**src/rtl/acc_pkg.sv**
```systemverilog
package acc_pkg;

    typedef enum logic [2:0] {
        OP_LOAD  = 3'd0,
        OP_STORE = 3'd1,
        OP_ADD   = 3'd2,
        OP_SUB   = 3'd3,
        OP_MUL   = 3'd4
    } op_e;

    typedef enum logic [2:0] {
        AM_IMM  = 3'd0,
        AM_DIR  = 3'd1,
        AM_IND  = 3'd2,
        AM_REG  = 3'd3,
        AM_RIND = 3'd4,
        AM_DISP = 3'd5,
        AM_REL  = 3'd6,
        AM_RSVD = 3'd7
    } mode_e;

    typedef enum logic [2:0] {
        ST_IDLE,
        ST_PTR,
        ST_IND,
        ST_OPR,
        ST_EXEC,
        ST_DONE
    } state_e;

    // Modes whose operand comes without touching memory.
    function automatic logic no_mem_mode(input logic [2:0] m);
        return (m == AM_IMM) || (m == AM_REG);
    endfunction

    function automatic logic is_illegal(input logic [2:0] o, input logic [2:0] m);
        logic bad_op;
        bad_op = (o > OP_MUL);
        return bad_op || (m == AM_RSVD) || ((m == AM_IMM) && (o == OP_STORE));
    endfunction

endpackage

```
**src/rtl/acc_regfile.sv**
```systemverilog
module acc_regfile #(
    parameter int DATA_W = 16,
    parameter int NREG   = 4,
    localparam int SEL_W = $clog2(NREG)
) (
    input  logic              clk,
    input  logic              rst,
    input  logic              we,
    input  logic [SEL_W-1:0]  waddr,
    input  logic [DATA_W-1:0] wdata,
    input  logic [SEL_W-1:0]  raddr,
    output logic [DATA_W-1:0] rdata
);
    logic [DATA_W-1:0] regs_q [NREG];

    for (genvar g = 0; g < NREG; g++) begin : g_reg
        always_ff @(posedge clk) begin
            if (rst)
                regs_q[g] <= '0;
            else if (we && (waddr == SEL_W'(g)))
                regs_q[g] <= wdata;
        end
    end

    assign rdata = regs_q[raddr];
endmodule

```
**src/rtl/acc_mem.sv**
```systemverilog
module acc_mem #(
    parameter int DATA_W = 16,
    parameter int ADDR_W = 8,
    localparam int DEPTH = 1 << ADDR_W
) (
    input  logic              clk,
    input  logic [ADDR_W-1:0] addr,
    input  logic              re,
    input  logic              we,
    input  logic [DATA_W-1:0] wdata,
    output logic [DATA_W-1:0] rdata
);
    logic [DATA_W-1:0] words [DEPTH];

    always_ff @(posedge clk) begin
        if (we)
            words[addr] <= wdata;
        if (re)
            rdata <= words[addr];
    end
endmodule

```
**src/rtl/acc_ea_calc.sv**
```systemverilog
module acc_ea_calc
    import acc_pkg::*;
#(
    parameter int ADDR_W = 8
) (
    input  logic [2:0]        mode,
    input  logic [ADDR_W-1:0] field_lo,
    input  logic [ADDR_W-1:0] reg_lo,
    input  logic [ADDR_W-1:0] pc,
    output logic [ADDR_W-1:0] ea
);
    always_comb begin
        unique case (mode)
            AM_RIND: ea = reg_lo;
            AM_DISP: ea = field_lo + reg_lo;
            AM_REL:  ea = pc + field_lo;
            // Direct and indirect both start from the field; indirect
            // treats it as the pointer location.
            default: ea = field_lo;
        endcase
    end
endmodule

```
**src/rtl/acc_alu.sv**
```systemverilog
module acc_alu
    import acc_pkg::*;
#(
    parameter int DATA_W = 16
) (
    input  logic [2:0]        op,
    input  logic [DATA_W-1:0] a,
    input  logic [DATA_W-1:0] b,
    output logic [DATA_W-1:0] y
);
    logic [2*DATA_W-1:0] prod;

    assign prod = a * b;

    always_comb begin
        unique case (op)
            OP_LOAD: y = b;
            OP_ADD:  y = a + b;
            OP_SUB:  y = a - b;
            OP_MUL:  y = prod[DATA_W-1:0];
            default: y = a;
        endcase
    end
endmodule

```
**src/rtl/acc_operand_unit.sv**
```systemverilog
module acc_operand_unit
    import acc_pkg::*;
#(
    parameter int DATA_W = 16,
    parameter int ADDR_W = 8,
    parameter int NREG   = 4,
    localparam int RSEL_W = $clog2(NREG)
) (
    input  logic              clk,
    input  logic              rst,
    input  logic              start_i,
    input  logic [2:0]        op_i,
    input  logic [2:0]        mode_i,
    input  logic [DATA_W-1:0] field_i,
    input  logic [RSEL_W-1:0] rsel_i,
    input  logic [ADDR_W-1:0] pc_i,
    input  logic              rf_we_i,
    input  logic [RSEL_W-1:0] rf_waddr_i,
    input  logic [DATA_W-1:0] rf_wdata_i,
    output logic              busy_o,
    output logic              done_o,
    output logic              err_o,
    output logic [DATA_W-1:0] acc_o
);
    state_e             state_q;
    logic [2:0]         op_q, mode_q;
    logic [ADDR_W-1:0]  ea_q;
    logic [DATA_W-1:0]  opnd_q;
    logic [RSEL_W-1:0]  rsel_q;
    logic               err_q;
    logic [DATA_W-1:0]  acc_q;

    logic [DATA_W-1:0]  rf_rdata;
    logic               rf_int_we, rf_we;
    logic [RSEL_W-1:0]  rf_waddr;
    logic [DATA_W-1:0]  rf_wdata;

    logic [ADDR_W-1:0]  ea_c;
    logic [ADDR_W-1:0]  mem_addr;
    logic               mem_re, mem_we;
    logic [DATA_W-1:0]  mem_rdata;
    logic [DATA_W-1:0]  operand;
    logic [DATA_W-1:0]  alu_y;
    logic               is_store;
    logic               illegal_c;

    // Register file: internal register-mode store has priority.
    assign rf_int_we = (state_q == ST_EXEC) && (op_q == OP_STORE);
    assign rf_we     = rf_int_we || rf_we_i;
    assign rf_waddr  = rf_int_we ? rsel_q : rf_waddr_i;
    assign rf_wdata  = rf_int_we ? acc_q  : rf_wdata_i;

    acc_regfile #(.DATA_W(DATA_W), .NREG(NREG)) u_rf (
        .clk   (clk),
        .rst   (rst),
        .we    (rf_we),
        .waddr (rf_waddr),
        .wdata (rf_wdata),
        .raddr (rsel_i),
        .rdata (rf_rdata)
    );

    acc_ea_calc #(.ADDR_W(ADDR_W)) u_ea (
        .mode     (mode_i),
        .field_lo (field_i[ADDR_W-1:0]),
        .reg_lo   (rf_rdata[ADDR_W-1:0]),
        .pc       (pc_i),
        .ea       (ea_c)
    );

    assign illegal_c = is_illegal(op_i, mode_i);
    assign is_store  = (op_q == OP_STORE);

    // In the second indirect step the pointer word addresses memory directly.
    assign mem_addr = (state_q == ST_IND) ? mem_rdata[ADDR_W-1:0] : ea_q;
    assign mem_re   = (state_q == ST_PTR) ||
                      (((state_q == ST_OPR) || (state_q == ST_IND)) && !is_store);
    assign mem_we   = ((state_q == ST_OPR) || (state_q == ST_IND)) && is_store;

    acc_mem #(.DATA_W(DATA_W), .ADDR_W(ADDR_W)) u_mem (
        .clk   (clk),
        .addr  (mem_addr),
        .re    (mem_re),
        .we    (mem_we),
        .wdata (acc_q),
        .rdata (mem_rdata)
    );

    assign operand = no_mem_mode(mode_q) ? opnd_q : mem_rdata;

    acc_alu #(.DATA_W(DATA_W)) u_alu (
        .op (op_q),
        .a  (acc_q),
        .b  (operand),
        .y  (alu_y)
    );

    always_ff @(posedge clk) begin
        if (rst) begin
            state_q <= ST_IDLE;
            op_q    <= OP_LOAD;
            mode_q  <= AM_IMM;
            ea_q    <= '0;
            opnd_q  <= '0;
            rsel_q  <= '0;
            err_q   <= 1'b0;
            acc_q   <= '0;
        end else begin
            unique case (state_q)
                ST_IDLE: begin
                    if (start_i) begin
                        op_q   <= op_i;
                        mode_q <= mode_i;
                        rsel_q <= rsel_i;
                        ea_q   <= ea_c;
                        opnd_q <= (mode_i == AM_REG) ? rf_rdata : field_i;
                        err_q  <= illegal_c;
                        if (illegal_c)
                            state_q <= ST_DONE;
                        else if (no_mem_mode(mode_i))
                            state_q <= ST_EXEC;
                        else if (mode_i == AM_IND)
                            state_q <= ST_PTR;
                        else
                            state_q <= ST_OPR;
                    end
                end
                ST_PTR:  state_q <= ST_IND;
                ST_IND,
                ST_OPR:  state_q <= is_store ? ST_DONE : ST_EXEC;
                ST_EXEC: begin
                    if (!is_store)
                        acc_q <= alu_y;
                    state_q <= ST_DONE;
                end
                ST_DONE: begin
                    err_q   <= 1'b0;
                    state_q <= ST_IDLE;
                end
                default: state_q <= ST_IDLE;
            endcase
        end
    end

    assign busy_o = (state_q != ST_IDLE);
    assign done_o = (state_q == ST_DONE);
    assign err_o  = (state_q == ST_DONE) && err_q;
    assign acc_o  = acc_q;

endmodule

```
**config.mk**
```make
export PLATFORM = sky130hd
export DESIGN_NAME = acc_operand_unit
export DESIGN_NICKNAME = d
export VERILOG_FILES = /design/src/rtl/acc_pkg.sv /design/src/rtl/acc_regfile.sv /design/src/rtl/acc_mem.sv /design/src/rtl/acc_ea_calc.sv /design/src/rtl/acc_alu.sv /design/src/rtl/acc_operand_unit.sv
export SDC_FILE = /design/constraint.sdc
export NUM_CORES = 2
export LEC_CHECK = 0
export BUFFER_PORTS_ARGS = -buffer_cell sky130_fd_sc_hd__clkbuf_2
export CORE_ASPECT_RATIO = 1.2
export CORE_MARGIN = 4
export CORE_UTILIZATION = 25
export DETAILED_ROUTE_END_ITERATION = 10
export PLACE_DENSITY_LB_ADDON = 0.12
export SLEW_MARGIN = 5
export SYNTH_ARGS = -nofsm -noshare
export SYNTH_HDL_FRONTEND = slang
export SYNTH_MEMORY_MAX_BITS = 65536
export SYNTH_SLANG_ARGS = --single-unit
export TNS_END_PERCENT = 10
```
**constraint.sdc**
```tcl
create_clock -name clk -period 27.5 [get_ports clk]
set_input_delay 5.5 -clock clk [delete_from_list [all_inputs] [get_ports clk]]
set_output_delay 5.5 -clock clk [all_outputs]
set_load 0.02 [all_outputs]
```
==> qor.yml <==
outcome:
  outcome: "complete, but fails checks"
  violations: "max-capacitance violations, max-slew violations"
synthesis:
  synth-edff-count: 4176
  seq_area_frac_synth: 0.759
  ys_warn_count: 0
  ys_types: 57
  postSynthAreaPerCell_um2: 21.0
  async_reset_ff_frac: 0
  synthesis.area_um2: 167000
  syn_inst: 7926
  ys.flop_type: "edfxtp_1"
  ys_ff_latch: 4228
  synthesis.nets: 8135
sta:
  hold_viol: 0
  fin_skew_ns: 0.0897
  worstMarginPinSlew_ns: 1.53
  slew_headroom: -0.0199
  rsz0062_at_grt: "no"
  fin_tns_setup_ns: 0
  slew_viol_final: 9
  fmax_mhz: 123
  whs_ns: 0.484
  setup_viol: 0
  timing.final.crit_share: 0.296
  min_period_ns: 8.13
drt:
  routed_wl_mm: 570
  vias_per_cell: 4.76
  dr.pass1.iters: 8
  antenna_left: 0
  num_vias: 83600
  drtIter0Drc: 8206
  wire_per_inst_um: 32.4
  drc: 0
clock_tree:
  cts_buffer_depth: 4
  clkSlewWorstSetupHoldPaths_ns: 0.06
  cts_sinks: 4228
  htree_levels: 5
  cts_resized: 0
  cts_hold_buf: 0
  numCtsBuffers: 443
  clock_latency_ns: 1.06
  post_cts_buffers: 0
  cts_tree: "yes"
  root_buffer: "clkbuf_16"
critical_path:
  path_delay_family: "flip-flops"
  worstPathMaxFanout: 75
  slowest_delay_ns: 0.88
  cpMaxStageDelayCell: "dfxtp_4"
  crit_type: "reg2out"
  critPathLaunchType: "register"
  crit_buf_inv: 2
  cp.required_ns: 22.00
  crit_path_cell_trace: "buf_4 > clkbuf_2"
  critical_path_arrival_ns: 2.63
  critPathCaptureType: "primary output"
floorplanning:
  pin_count: 73
  dieArea_um2: 680000
  start_util: 0.251
  std_cell_rows: 328
  fp.dieH_um: 902
  die_x_um: 753
  coreArea_um2: 664000
global_route:
  grt_pass1_wl_mm: 776
  antenna_found_initial: 48
  gr-total-overflow: 0
  grt_max_degree: 155
  grt_pass1_vias: 87900
  grt_use_total: 0.164
final_layout:
  drive_gt1_frac: 0.287
  fin_area_um2: 195000
  area_growth_pct: 16.7
  nets: 8654
  mostFrequentLayoutCells: "4,176 x edfxtp_1, 1,040 x mux4_2, 512 x a22oi_1"
  final_common_cell: "edfxtp_1"
place:
  dp_hpwl_mm: 340
  io_buffers: 72
  dpl_cell_area_um2: 181000
  gpl.final_weighted_congestion: 0.760
power_and_ir_drop:
  power_w: 0.0167
  p_leak_nw: 59.8
  ir_worst_vdd_v: 0.0000553
  p_per_area_nw_per_um2: 85.7
run:
  max-cap-violations: 1
worst_hold_path:
  hp-class: "reg2reg"
==> layer usage <==
layer  vias up  wire length (um)  track usage
li1      34100                 -            -
met2      2280            289000        0.286
met4         2             14600       0.0408
met5         -                13            0
met3       577             24800       0.0201
met1     46600            242000        0.216
==> logic make-up after synthesis <==
family | count (synthesis) | synth area share
multiplexers | 1097 | 0.144
AO/OA/AOI/OAI | 986 | 0.0394
adder cells (fa/ha/maj) | 155 | 0.0153
XOR/XNOR | 69 | 0.00412
AND/OR/NAND/NOR | 793 | 0.0213
flip-flops | 4228 | 0.759
buffers and inverters | 598 | 0.0169
==> registers in the layout (all words and copies together), names as in the netlist <==
| name | cells |
|---|---|
| u_mem.words | 4096 |
| u_rf.regs_q | 64 |
| acc_o | 16 |
| opnd_q | 16 |
| u_mem.rdata | 16 |
| ea_q | 8 |
| mode_q | 3 |
| op_q | 3 |
| state_q | 3 |
| rsel_q | 2 |
| err_q | 1 |
==> final cells by class <==
cell class,instances,area (um2)
fill,64600,470000
clock buffer,555,11500
tap,8745,10900
antenna,26,65.1
inverter,130,488
timing repair buffer,542,4120
sequential,4228,127000
multi-input combinational,3100,38600
clock inverter,250,2290
==> power breakdown <==
group          internal [W]  leakage [nW]  switching [W]  total [W]
Clock               0.00324          6.69        0.00261    0.00584
Sequential          0.00741          39.0      0.0000995    0.00751
Combinational       0.00114          14.0        0.00219    0.00332
==> worst register-to-register path, cell delays in order, from the launching register on <==
cell	delay (ns)
dfxtp_1	0.46
or2b_2	0.37
nor2_4	0.09
buf_4	0.45
mux2_8	0.63
buf_12	0.46
buf_4	0.63
buf_4	0.75
buf_12	0.58
mux4_2	0.54
a22oi_1	0.51
a21oi_1	0.16
buf_4	0.21
nor4_1	0.92
and4_1	0.57
nand2_1	0.18
==> final timing paths <==
check,startpoint,end,slack (ns),depth (start not counted)
max,acc_o[0]$_SDFFE_PP0P_,acc_o[0],19.37,2
max reg2reg,state_q[1]$_SDFFE_PP0P_,u_mem.rdata[8]$_DFFE_PP_,19.72,15
min,rsel_q[0]$_SDFFE_PP0P_,rsel_q[0]$_SDFFE_PP0P_,0.48,2
min reg2reg,rsel_q[0]$_SDFFE_PP0P_,rsel_q[0]$_SDFFE_PP0P_,0.48,2
==> stage by stage <==
stage	setup slack, ns	util	instances
after CTS	19.10	0.293	17600
after global routing	19.15	0.293	17600
after global placement	18.20	0.272	16700
after floorplan	18.31	-	7926
after detailed placement	18.44	0.272	16700
final	19.37	0.293	17600
==> synth_stat cells (all sizes together), types with 8 or more instances <==
| cell type | count | area, um2 |
|---|---|---|
| a22oi | 512 | 3840 |
| o21ai | 48 | 240 |
| o41ai | 22 | 193 |
| a221o | 8 | 80.1 |
| mux4 | 1040 | 23400 |
| nor2b | 20 | 125 |
| edfxtp | 4176 | 125000 |
| and2 | 57 | 357 |
| a211oi | 23 | 173 |
| nor3 | 39 | 195 |
| nand3b | 10 | 75.1 |
| inv | 130 | 488 |
| xor2 | 16 | 140 |
| ha | 73 | 913 |
| buf | 248 | 1510 |
| nand3 | 26 | 130 |
| xnor2 | 47 | 412 |
| a21o | 10 | 75.1 |
| a21oi | 310 | 1550 |
| nor4 | 32 | 200 |
| nand4 | 13 | 81.3 |
| nand2 | 144 | 541 |
| fa | 82 | 1640 |
| clkbuf | 220 | 826 |
| nand2b | 17 | 106 |
| mux2i | 42 | 420 |
| o21a | 8 | 60.1 |
| dfxtp | 52 | 1040 |
| and4 | 8 | 70.1 |
| nor2 | 407 | 1540 |
| or3 | 8 | 50.1 |
| o31ai | 9 | 67.6 |
| mux2 | 15 | 173 |
| a221oi | 11 | 96.3 |
(Power assumes the default switching activity.)
